`config.mk`:
```
export PLATFORM = sky130hd
export DESIGN_NAME = slot_demux
export DESIGN_NICKNAME = d
export VERILOG_FILES = /design/src/rtl/slot_demux_pkg.sv /design/src/rtl/slot_demux_framer.sv /design/src/rtl/slot_demux_router.sv /design/src/rtl/slot_demux_counter.sv /design/src/rtl/slot_demux.sv
export SDC_FILE = /design/constraint.sdc
export NUM_CORES = 1
export LEC_CHECK = 0
export BUFFER_PORTS_ARGS = -buffer_cell sky130_fd_sc_hd__buf_2
export CORE_ASPECT_RATIO = 1.75
export CORE_MARGIN = 2
export CORE_UTILIZATION = 35
export CTS_CLUSTER_DIAMETER = 80
export DETAILED_ROUTE_END_ITERATION = 10
export PLACE_DENSITY_LB_ADDON = 0.05
export SLEW_MARGIN = 20
export SYNTH_ARGS = -nofsm -noshare
export SYNTH_HDL_FRONTEND = slang
export SYNTH_SLANG_ARGS = --single-unit
```
`constraint.sdc`:
```
create_clock -name clk -period 2.9 [get_ports clk]
set_clock_uncertainty 0.2 [all_clocks]
set_input_delay 0.145 -clock clk [delete_from_list [all_inputs] [get_ports clk]]
set_output_delay 0.145 -clock clk [all_outputs]
set_load 0.05 [all_outputs]
```
`src/rtl/slot_demux_pkg.sv`:
```
package slot_demux_pkg;
   typedef enum logic {
      ST_HUNT  = 1'b0,
      ST_TRACK = 1'b1
   } sync_state_e;
endpackage

```
`src/rtl/slot_demux_framer.sv`:
```
module slot_demux_framer
   import slot_demux_pkg::*;
#(
   parameter int              DATA_W    = 32,
   parameter int              NUM_SLOTS = 18,
   parameter int              IDX_W     = 5,
   parameter logic [DATA_W-1:0] SEP_WORD = 32'hC3C3_5A5A
) (
   input  logic              clk,
   input  logic              rst,
   input  logic              in_valid,
   input  logic [DATA_W-1:0] in_data,
   output logic              locked,
   output logic              slot_take,
   output logic [IDX_W-1:0]  slot_idx,
   output logic              miss_evt,
   output logic              align_err
);
   localparam int POS_W = $clog2(NUM_SLOTS + 1);
   localparam logic [POS_W-1:0] LAST_POS = POS_W'(NUM_SLOTS);

   sync_state_e      state_q;
   logic [POS_W-1:0] pos_q;
   logic             is_sep;
   logic             at_marker;

   assign is_sep    = (in_data == SEP_WORD);
   assign at_marker = (pos_q == '0);
   assign locked    = (state_q == ST_TRACK);
   assign slot_take = in_valid && locked && !at_marker;
   assign miss_evt  = in_valid && locked && at_marker && !is_sep;
   assign slot_idx  = IDX_W'(pos_q - POS_W'(1));

   always_ff @(posedge clk) begin
      if (rst) begin
         state_q   <= ST_HUNT;
         pos_q     <= '0;
         align_err <= 1'b0;
      end else begin
         align_err <= miss_evt;
         if (in_valid) begin
            unique case (state_q)
               ST_HUNT: begin
                  if (is_sep) begin
                     state_q <= ST_TRACK;
                     pos_q   <= POS_W'(1);
                  end
               end
               ST_TRACK: begin
                  if (at_marker) begin
                     if (is_sep) begin
                        pos_q <= POS_W'(1);
                     end else begin
                        state_q <= ST_HUNT;
                     end
                  end else if (pos_q == LAST_POS) begin
                     pos_q <= '0;
                  end else begin
                     pos_q <= pos_q + POS_W'(1);
                  end
               end
               default: state_q <= ST_HUNT;
            endcase
         end
      end
   end
endmodule

```
`src/rtl/slot_demux_router.sv`:
```
module slot_demux_router #(
   parameter int DATA_W = 32,
   parameter int IDX_W  = 5
) (
   input  logic              clk,
   input  logic              rst,
   input  logic              slot_take,
   input  logic [IDX_W-1:0]  slot_idx,
   input  logic [DATA_W-1:0] in_data,
   output logic              empty_evt,
   output logic              out_valid,
   output logic [IDX_W-1:0]  out_idx,
   output logic [DATA_W-1:0] out_data
);
   logic is_zero;
   logic fwd;

   assign is_zero   = (in_data == '0);
   assign fwd       = slot_take && !is_zero;
   assign empty_evt = slot_take && is_zero;

   always_ff @(posedge clk) begin
      if (rst) begin
         out_valid <= 1'b0;
         out_idx   <= '0;
         out_data  <= '0;
      end else begin
         out_valid <= fwd;
         if (fwd) begin
            out_idx  <= slot_idx;
            out_data <= in_data;
         end
      end
   end
endmodule

```
`src/rtl/slot_demux_counter.sv`:
```
module slot_demux_counter #(
   parameter int CNT_W    = 16,
   parameter bit SATURATE = 1'b1
) (
   input  logic             clk,
   input  logic             rst,
   input  logic             inc,
   output logic [CNT_W-1:0] count
);
   localparam logic [CNT_W-1:0] CNT_MAX = '1;

   logic [CNT_W-1:0] nxt;

   generate
      if (SATURATE) begin : g_sat
         assign nxt = (count == CNT_MAX) ? count : count + CNT_W'(1);
      end else begin : g_wrap
         assign nxt = count + CNT_W'(1);
      end
   endgenerate

   always_ff @(posedge clk) begin
      if (rst) begin
         count <= '0;
      end else if (inc) begin
         count <= nxt;
      end
   end
endmodule

```
`src/rtl/slot_demux.sv`:
```
module slot_demux #(
   parameter int                DATA_W    = 32,
   parameter int                NUM_SLOTS = 18,
   parameter int                IDX_W     = $clog2(NUM_SLOTS),
   parameter int                CNT_W     = 16,
   parameter bit                SATURATE  = 1'b1,
   parameter logic [DATA_W-1:0] SEP_WORD  = 32'hC3C3_5A5A
) (
   input  logic              clk,
   input  logic              rst,
   input  logic              in_valid,
   input  logic [DATA_W-1:0] in_data,
   output logic              out_valid,
   output logic [IDX_W-1:0]  out_idx,
   output logic [DATA_W-1:0] out_data,
   output logic              locked,
   output logic              align_err,
   output logic [CNT_W-1:0]  empty_cnt,
   output logic [CNT_W-1:0]  err_cnt
);
   generate
      if (NUM_SLOTS < 2) begin : g_bad_slots
         $error("slot_demux: NUM_SLOTS must be at least 2");
      end
      if ((2 ** IDX_W) < NUM_SLOTS) begin : g_bad_idx
         $error("slot_demux: IDX_W too narrow for NUM_SLOTS");
      end
      if (SEP_WORD == '0) begin : g_bad_sep
         $error("slot_demux: SEP_WORD must differ from the empty-slot value");
      end
      if (CNT_W < 1) begin : g_bad_cnt
         $error("slot_demux: CNT_W must be positive");
      end
   endgenerate

   logic             slot_take;
   logic [IDX_W-1:0] slot_idx;
   logic             miss_evt;
   logic             empty_evt;

   slot_demux_framer #(
      .DATA_W(DATA_W), .NUM_SLOTS(NUM_SLOTS), .IDX_W(IDX_W), .SEP_WORD(SEP_WORD)
   ) framer_i (
      .clk(clk), .rst(rst), .in_valid(in_valid), .in_data(in_data),
      .locked(locked), .slot_take(slot_take), .slot_idx(slot_idx),
      .miss_evt(miss_evt), .align_err(align_err)
   );

   slot_demux_router #(
      .DATA_W(DATA_W), .IDX_W(IDX_W)
   ) router_i (
      .clk(clk), .rst(rst), .slot_take(slot_take), .slot_idx(slot_idx),
      .in_data(in_data), .empty_evt(empty_evt), .out_valid(out_valid),
      .out_idx(out_idx), .out_data(out_data)
   );

   slot_demux_counter #(
      .CNT_W(CNT_W), .SATURATE(SATURATE)
   ) empty_ctr_i (
      .clk(clk), .rst(rst), .inc(empty_evt), .count(empty_cnt)
   );

   slot_demux_counter #(
      .CNT_W(CNT_W), .SATURATE(SATURATE)
   ) err_ctr_i (
      .clk(clk), .rst(rst), .inc(miss_evt), .count(err_cnt)
   );
endmodule

```
==> impl_metrics.yaml, run 1 <==
yosys:
  async_flop_share_pct: 0
  synth_commonest_cells: "nand2_1 (81), dfxtp_1 (77), a21oi_1 (57), nor2_1 (22)"
  synth-edff-count: 0
  synth_top_area_cell: "dfxtp_1"
  ys_seq_area_share_pct: 43.14
  yosys_warnings: 0
  syn_avg_cell_area_um2: 8.272
  yosysMostFrequentCell: "nand2_1"
  netlist.area_leader.share_pct: 43.14
  yosysUniqueCellTypes: 49
  yosys_register_bits: 77
  synth_flop_cell: "dfxtp_1"
  synth_nets: 473
  ys_top_cells_by_area: "dfxtp_1 (43%), nand2_1 (8.5%), a21oi_1 (8.0%)"
  postSynthCellCount: 432
  syn_area_um2: 3573
worst_setup_path:
  critical_path_required_ns: 2.91
  worst-setup-path-type: "primary input to flop"
  end_kind: "flop"
  r2r.worst_path.cells: 8
  start_kind: "primary input"
  crit_arrival_ns: 2.77
  critical_path.max_fanout: 27
clock_tree:
  cts_setup_buffers: 0
  root_buffer: "clkbuf_16"
  h-tree-depth: 3
  clk_pin_slew_ns: 0.05
  cts_tree: "built"
  clk_latency_ns: 0.33
  clk_path_buf_depth: 2
  numCtsBuffers: 9
  clkSinkCount: 77
place:
  gp_congestion: 0.8272
  portBuffers: 106
  dp.final_hpwl_um: 7081
timing:
  worst_pin_slew_ns: 0.6500
  fin_crit_sh_pct: 95.20
  rsz0062_at_grt: "no"
  setup_viol: 0
  slew_violations: 0
  fin_crit_ns: 2.761
  fin_tns_setup_ns: 0
  clock.fmax_mhz: 362.2
  maxSlewHeadroom_pct: 56.27
  hold_violations: 0
cells_and_area:
  area_growth_pct: 38.31
  final_core_util_pct: 49.87
  drive_gt1_share_pct: 26.00
  final_nets: 610
  insertedDiodeCount: 0
drt:
  drc_errors: 0
  vias: 3636
  avgRoutedWirePerCell_um: 14.22
  drt_wl_total_um: 9929
  routed_via_density: 5.209
  drtIter0Drc: 139
  drtAntennaViolNets: 0
  dr.pass1.iters: 4
pwr:
  p_leak_nw: 1.963
  ir_drop_uv: 288.2
  power_density_nw_per_um2: 497.4
flow_run:
  drv_cap: 0
floorplan:
  core_area_um2: 9910
  initial_core_util_pct: 36.06
  die_area_um2: 11070
  num_io_pins: 107
  die_h_um: 137.7
  die_x_um: 80.38
  row_count: 48
global_route:
  antenna_found_initial: 0
  first_global_vias: 3336
  grt_overflow: 0
  grt_max_degree: 43
  grt_pass1_wl_um: 15710
  grt_usage_pct: 18.07
status:
  status: "finished, final reports clean"
worst_hold_path:
  hp-class: "primary input to flop"
  whs_path_depth: 2
[logic make-up (layout without fill, tap and decap cells)]
| family | after synthesis | in the layout | synth area share [%] |
|---|---|---|---|
| mux | 8 | 8 | 2.451 |
| flops | 77 | 77 | 43.14 |
| simple gates | 199 | 199 | 29.31 |
| xor+xnor | 4 | 4 | 0.9806 |
| fa+ha+maj | 6 | 6 | 2.101 |
| compound gates | 104 | 104 | 17.79 |
| buf+inv | 34 | 175 | 4.237 |
[report_power, final]
part | total, mW | leakage (nW) | switching, mW | internal (mW)
Clock | 1.30 | 0.172 | 0.420 | 0.881
Combinational | 0.0997 | 1.17 | 0.0468 | 0.0529
Sequential | 1.06 | 0.620 | 0.0000000000201 | 1.06
[sequential cells by signal (all words and copies together) (netlist names)]
signal / cells
err_ctr_i.count: 16
router_i.out_data: 32
router_i.out_valid: 1
empty_ctr_i.count: 16
router_i.out_idx: 5
framer_i.pos_q: 5
framer_i.align_err: 1
framer_i.locked: 1
[stage by stage]
step	power [mW]	std cells	cell area, um^2	hold WS [ns]	worst slack [ns]
2_1_floorplan	1.103	432	3573	0.08099	0.3990
3_3_place_gp	1.146	650	4264	0.1998	0.3382
3_5_place_dp	1.146	650	4264	0.2059	0.3482
4_1_cts	2.495	698	4942	0.1161	0.1370
5_1_grt	2.538	698	4942	0.1411	0.03001
6_report	2.459	698	4942	0.09986	0.1393
[critical path, stage by stage]
cell and delay [ns]:
dlygate4sd3_1 0.55, buf_2 0.13, nor4_1 0.59, and4_1 0.41, nand3_2 0.08, buf_4 0.22, nor4b_2 0.30, mux2_1 0.34
[layer usage]
metal | vias up | part of all wire, % | global-route usage (%)
met5 | - | 0 | 0
met4 | 0 | 1.3 | 6.591
met3 | 10 | 4.2 | 3.408
met2 | 92 | 52 | 33.19
met1 | 1684 | 42 | 20.30
li1 | 1850 | - | -
[final cells by class]
| class | count | area, um^2 |
|---|---|---|
| Clock buffer | 11 | 252.7 |
| Sequential cell | 77 | 1541 |
| Tap cell | 125 | 156.4 |
| Timing Repair Buffer | 153 | 978.4 |
| Inverter | 7 | 26.28 |
| Multi-Input combinational cell | 321 | 1892 |
| Fill cell | 978 | 4967 |
| Clock inverter | 4 | 95.09 |
[path summary, 6_finish.rpt]
kind | start | endpoint | slack [ns]
min reg2reg | router_i.out_data[24] | router_i.out_data[24] | 0.25
max | in_data[21] | empty_ctr_i.count[14] | 0.14
max reg2reg | framer_i.pos_q[0] | empty_ctr_i.count[14] | 0.49
min | rst | framer_i.align_err | 0.1
[timing repair]
item                                    4_1_cts  5_1_grt
hold buffers                                 33        0
hold endpoints to repair                     34        0
endpoints found under the setup margin        0        0
resized for setup                             0        0
[placed cells by master (no fill, tap or decap), types with 3 or more instances in the layout]
cell / instances
nand3_1: 11
nand2_1: 81
ha_1: 6
bufinv_16: 3
dlygate4sd3_1: 33
a211oi_1: 5
buf_4: 13
a21oi_1: 57
mux2_1: 5
clkbuf_16: 9
or3_1: 9
nor2_1: 22
inv_1: 7
nand4_1: 15
and3_1: 3
nor3_1: 6
buf_2: 106
nand2b_1: 3
o31ai_1: 18
nor2b_1: 6
nor4_1: 11
and4_1: 5
a31oi_1: 3
dfxtp_1: 77
o21ai_0: 8
or4_1: 16
(Power assumes the default switching activity.)
==> run 2: changes to the inputs <==
- clock period: 2.9 -> 3.2 ns (I/O delays scaled with it)
==> impl_metrics.yaml, run 2 (synthesized netlist as in run 1, its figures left out) <==
status:
  status: "finished, final reports clean"
drt:
  avgRoutedWirePerCell_um: 14.41
  routed_via_density: 5.223
  drtAntennaViolNets: 0
  drt_wl_total_um: 10060
  drc_errors: 0
  vias: 3646
  drtIter0Drc: 89
  dr.pass1.iters: 4
worst_hold_path:
  hp-class: "primary input to flop"
  whs_path_depth: 2
  hold_start: "rst"
  worstHoldEndpoint: "framer_i.align_err"
timing:
  hold_violations: 0
  setup_ws_ns: 0.2995
  rsz0062_at_grt: "no"
  fin_crit_ns: 2.901
  fin_tns_setup_ns: 0
  clock.fmax_mhz: 344.8
  fin_crit_sh_pct: 90.64
  slew_violations: 0
  setup_viol: 0
  maxSlewHeadroom_pct: 56.47
  worst_pin_slew_ns: 0.6529
floorplan:
  initial_core_util_pct: 36.06
  row_count: 48
  die_h_um: 137.7
  num_io_pins: 107
  die_area_um2: 11070
  die_x_um: 80.38
  core_area_um2: 9910
pwr:
  p_leak_nw: 1.944
  power_density_nw_per_um2: 443.5
  finalPower_mw: 2.177
  ir_drop_uv: 284.9
clock_tree:
  clk_path_buf_depth: 2
  h-tree-depth: 3
  clk_pin_slew_ns: 0.06
  cts_tree: "built"
  clk_latency_ns: 0.34
  clkSinkCount: 77
  numCtsBuffers: 9
  root_buffer: "clkbuf_16"
global_route:
  grt_usage_pct: 19.05
  grt_overflow: 0
  grt_pass1_wl_um: 16480
  grt_max_degree: 43
  first_global_vias: 3443
  antenna_found_initial: 0
worst_setup_path:
  r2r_end: "empty_ctr_i.count[12]"
  worst-setup-path-type: "primary input to flop"
  critical_path_required_ns: 3.22
  timing.rr.start: "framer_i.pos_q[0]"
  critPathMaxStageDelay_ns: 0.53
  r2r_slack_ns: 0.56
  end_kind: "flop"
  crit_chain: "dlygate4sd3_1 > buf_2 > nor4_1 > and4_1 > nand3_2 > nor4b_2 > mux2_1"
  slowest_stage: "dlygate4sd3_1"
  critical_path.max_fanout: 27
  startpoint: "in_data[18]"
  crit_arrival_ns: 2.92
  r2r.worst_path.cells: 7
  start_kind: "primary input"
cells_and_area:
  largest_reg_flops: 32
  top_register: "router_i.out_data"
  area_growth_pct: 37.33
  largestRegisters: "router_i.out_data (32), empty_ctr_i.count (16), err_ctr_i.count (16)"
  layout.cells.most_common: "buf_2"
  insertedDiodeCount: 0
  drive_gt1_share_pct: 26.00
  layout_common_cells: "buf_2 (106), nand2_1 (81), dfxtp_1 (77), a21oi_1 (57), dlygate4sd3_1 (33)"
  final_nets: 609
place:
  gp_congestion: 0.8188
  dp.final_hpwl_um: 7098
  dp_worst_setup_slack_ns: 0.4806
  portBuffers: 106
flow_run:
  drv_cap: 0
[run 2: changes by cell type in the layout (fill, tap and decap cells not counted)]
cell        previous run  this run
buf_12                 1         0
bufinv_16              3         2
clkbuf_8               2         1
clkinv_2               1         0
clkinv_4               0         1
clkinvlp_4             0         1
inv_6                  0         2
[run 2: power by group]
| group | internal [mW] | total, mW | switching, mW |
|---|---|---|---|
| Sequential | 0.958 | 0.958 | 0.0000000000181 |
| Clock | 0.711 | 1.13 | 0.417 |
| Combinational | 0.0480 | 0.0905 | 0.0425 |
| Total | 1.72 | 2.18 | 0.459 |
[run 2: final cells by class]
type                       instances  area, um^2
fill                            1001        5002
multi-input combinational        321        1892
sequential                        77        1541
timing repair buffer             152       958.4
clock buffer                      10       239.0
tap                              125       156.4
clock inverter                     6       93.84
inverter                           7       26.28
[run 2: per-stage QoR]
step / area (um^2) / hold slack [ns] / utilization (%) / std cells
global route: 4907 / 0.2080 / 49.52 / 698
global placement: 4244 / 0.2134 / 42.83 / 649
CTS: 4907 / 0.1544 / 49.52 / 698
detailed placement: 4244 / 0.2216 / 42.83 / 649
floorplan: 3573 / 0.09599 / - / 432
finish: 4907 / 0.1404 / 49.52 / 698
[run 2: worst max-delay path: cells and delay by family]
family                 cells  cell delay, ns
buffers and inverters      2            0.65
muxes                      1            0.34
and+or+nand+nor            4            1.76
[run 2: how the worst max path moves through the flow]
stage / end
2_1_floorplan: empty_ctr_i.count[1]
3_3_place_gp: empty_ctr_i.count[14]
3_5_place_dp: empty_ctr_i.count[12]
4_1_cts: empty_ctr_i.count[12]
5_1_grt: empty_ctr_i.count[12]
6_report: empty_ctr_i.count[12]
[run 2: layer usage]
| layer | global-route usage [%] | routed length [um] |
|---|---|---|
| met1 | 21.73 | 4181 |
| met2 | 34.12 | 5238 |
| met3 | 3.539 | 417 |
| met4 | 8.098 | 218 |
| met5 | 0 | 0 |
[run 2: timing repair]
action / 4_1_cts / 5_1_grt
gates resized for setup: 0 / 0
hold endpoints to repair: 34 / 0
hold buffers: 33 / 0
buffers inserted: 0 / 0
==> run 3: changes to the inputs <==
- CELL_PAD_IN_SITES_DETAIL_PLACEMENT: default -> 0
- CELL_PAD_IN_SITES_GLOBAL_PLACEMENT: default -> 1
==> impl_metrics.yaml, run 3 (synthesized netlist as in run 1, its figures left out) <==
timing:
  slew_violations: 0
  hold_violations: 0
  whs_ns: 0.2499
  maxSlewHeadroom_pct: 34.69
  fin_tns_setup_ns: 0
  fin_crit_ns: 2.927
  rsz0062_at_grt: "no"
  clock.fmax_mhz: 341.6
  setup_viol: 0
  fin_crit_sh_pct: 91.48
  worst_pin_slew_ns: 0.9797
pwr:
  finalPower_mw: 1.984
  combPwrFrac_pct: 4.5
  p_leak_nw: 1.911
  p_seq_share_pct: 48.3
  p_clk_share_pct: 47.2
  intPower_mw: 1.533
  switchingPower_uw: 451.6
  power_density_nw_per_um2: 409.7
  sw_frac_of_total_pct: 22.76
  ir_drop_uv: 346.7
global_route:
  grt_max_degree: 53
  first_global_vias: 3463
  grt_pass1_wl_um: 16330
  grt_overflow: 0
  antenna_found_initial: 0
  grt_usage_pct: 18.56
flow_run:
  drv_cap: 0
cells_and_area:
  final_core_util_pct: 48.88
  stdcell_area_um2: 4843
  final_nets: 608
  multiInputGateArea_um2: 1892
  top_register: "router_i.out_data"
  largestRegisters: "router_i.out_data (32), empty_ctr_i.count (16), err_ctr_i.count (16)"
  largest_reg_flops: 32
  insertedDiodeCount: 0
  layout_common_cells: "buf_2 (106), nand2_1 (81), dfxtp_1 (77), a21oi_1 (57), dlygate4sd3_1 (33)"
  seqCellArea_um2: 1541
  area_growth_pct: 35.54
  layout.cells.most_common: "buf_2"
  drive_gt1_share_pct: 25.87
  fillCellCount: 1015
floorplan:
  initial_core_util_pct: 36.06
  die_x_um: 80.38
  row_count: 48
  num_io_pins: 107
  die_area_um2: 11070
  die_h_um: 137.7
  core_area_um2: 9910
worst_hold_path:
  hp-class: "flop to flop"
worst_setup_path:
  critical_path_required_ns: 3.25
  end_kind: "flop"
  worst-setup-path-type: "primary input to flop"
  critical_path.max_fanout: 27
  start_kind: "primary input"
  crit_arrival_ns: 2.97
drt:
  dr.pass1.iters: 4
  avgRoutedWirePerCell_um: 14.20
  routed_via_density: 5.225
  drtAntennaViolNets: 0
  drt_wl_total_um: 9897
  drc_errors: 0
  drtIter0Drc: 129
  vias: 3642
clock_tree:
  clk_pin_slew_ns: 0.06
  root_buffer: "clkbuf_16"
  clk_latency_ns: 0.33
  clkSinkCount: 77
  clk_path_buf_depth: 2
  numCtsBuffers: 9
  cts_tree: "built"
  h-tree-depth: 3
status:
  status: "finished, final reports clean"
place:
  gp_congestion: 0.7857
  portBuffers: 106
  post_dp_cell_area_um2: 4237
  dp.final_hpwl_um: 6971
-- run 3: worst max-delay path: stages --
cell and delay, ns:
dlygate4sd3_1 0.53, buf_2 0.13, nor4_1 0.72, and4_1 0.42, nand3_2 0.09, buf_4 0.23
or4_1 0.51, a21oi_1 0.17
-- run 3: final timing paths --
check / from / end / slack [ns] / depth (start not counted)
worst min register to register: router_i.out_data[6] / router_i.out_data[6] / 0.25 / 2
worst max register to register: framer_i.pos_q[0] / empty_ctr_i.count[6] / 0.68 / 9
worst min-delay path: router_i.out_data[6] / router_i.out_data[6] / 0.25 / 2
worst max-delay path: in_data[21] / empty_ctr_i.count[6] / 0.27 / 8
-- run 3: power groups by stage --
| stage | Combinational [mW] | Sequential [mW] | Clock (mW) |
|---|---|---|---|
| 4_1_cts | 0.0907 | 0.958 | 0.973 |
| 3_3_place_gp | 0.0589 | 0.980 | 0 |
| 3_5_place_dp | 0.0591 | 0.980 | 0 |
| 5_1_grt | 0.0989 | 0.958 | 1.01 |
| 6_report | 0.0903 | 0.958 | 0.936 |
| 2_1_floorplan | 0.0195 | 0.980 | 0 |
-- run 3: routing by layer --
layer	routed length, um	share of wire [%]	track usage (%)
met2	5032	51	32.27
met1	4184	42	21.41
met5	0	0	0
met3	374	3.8	2.818
met4	305	3.1	10.26
-- run 3: through the flow --
| step | setup slack, ns | cells |
|---|---|---|
| 2_1_floorplan | 0.6990 | 432 |
| 3_3_place_gp | 0.5653 | 648 |
| 3_5_place_dp | 0.5450 | 648 |
| 4_1_cts | 0.3156 | 697 |
| 5_1_grt | 0.1657 | 697 |
| 6_report | 0.2725 | 697 |
-- run 3: timing repair --
| action | in CTS | in global routing |
|---|---|---|
| hold endpoints to repair | 33 | 0 |
| hold buffers | 33 | 0 |
| setup buffers | 0 | 0 |
| gates resized for setup | 0 | 0 |
-- run 3: final cells by class --
| type | count | area share (%) |
|---|---|---|
| Clock buffer | 9 | 4.650 |
| Clock inverter | 7 | 1.059 |
| Inverter | 7 | 0.5425 |
| Multi-Input combinational cell | 321 | 39.06 |
| Sequential cell | 77 | 31.83 |
| Tap cell | 125 | 3.229 |
| Timing Repair Buffer | 151 | 19.63 |
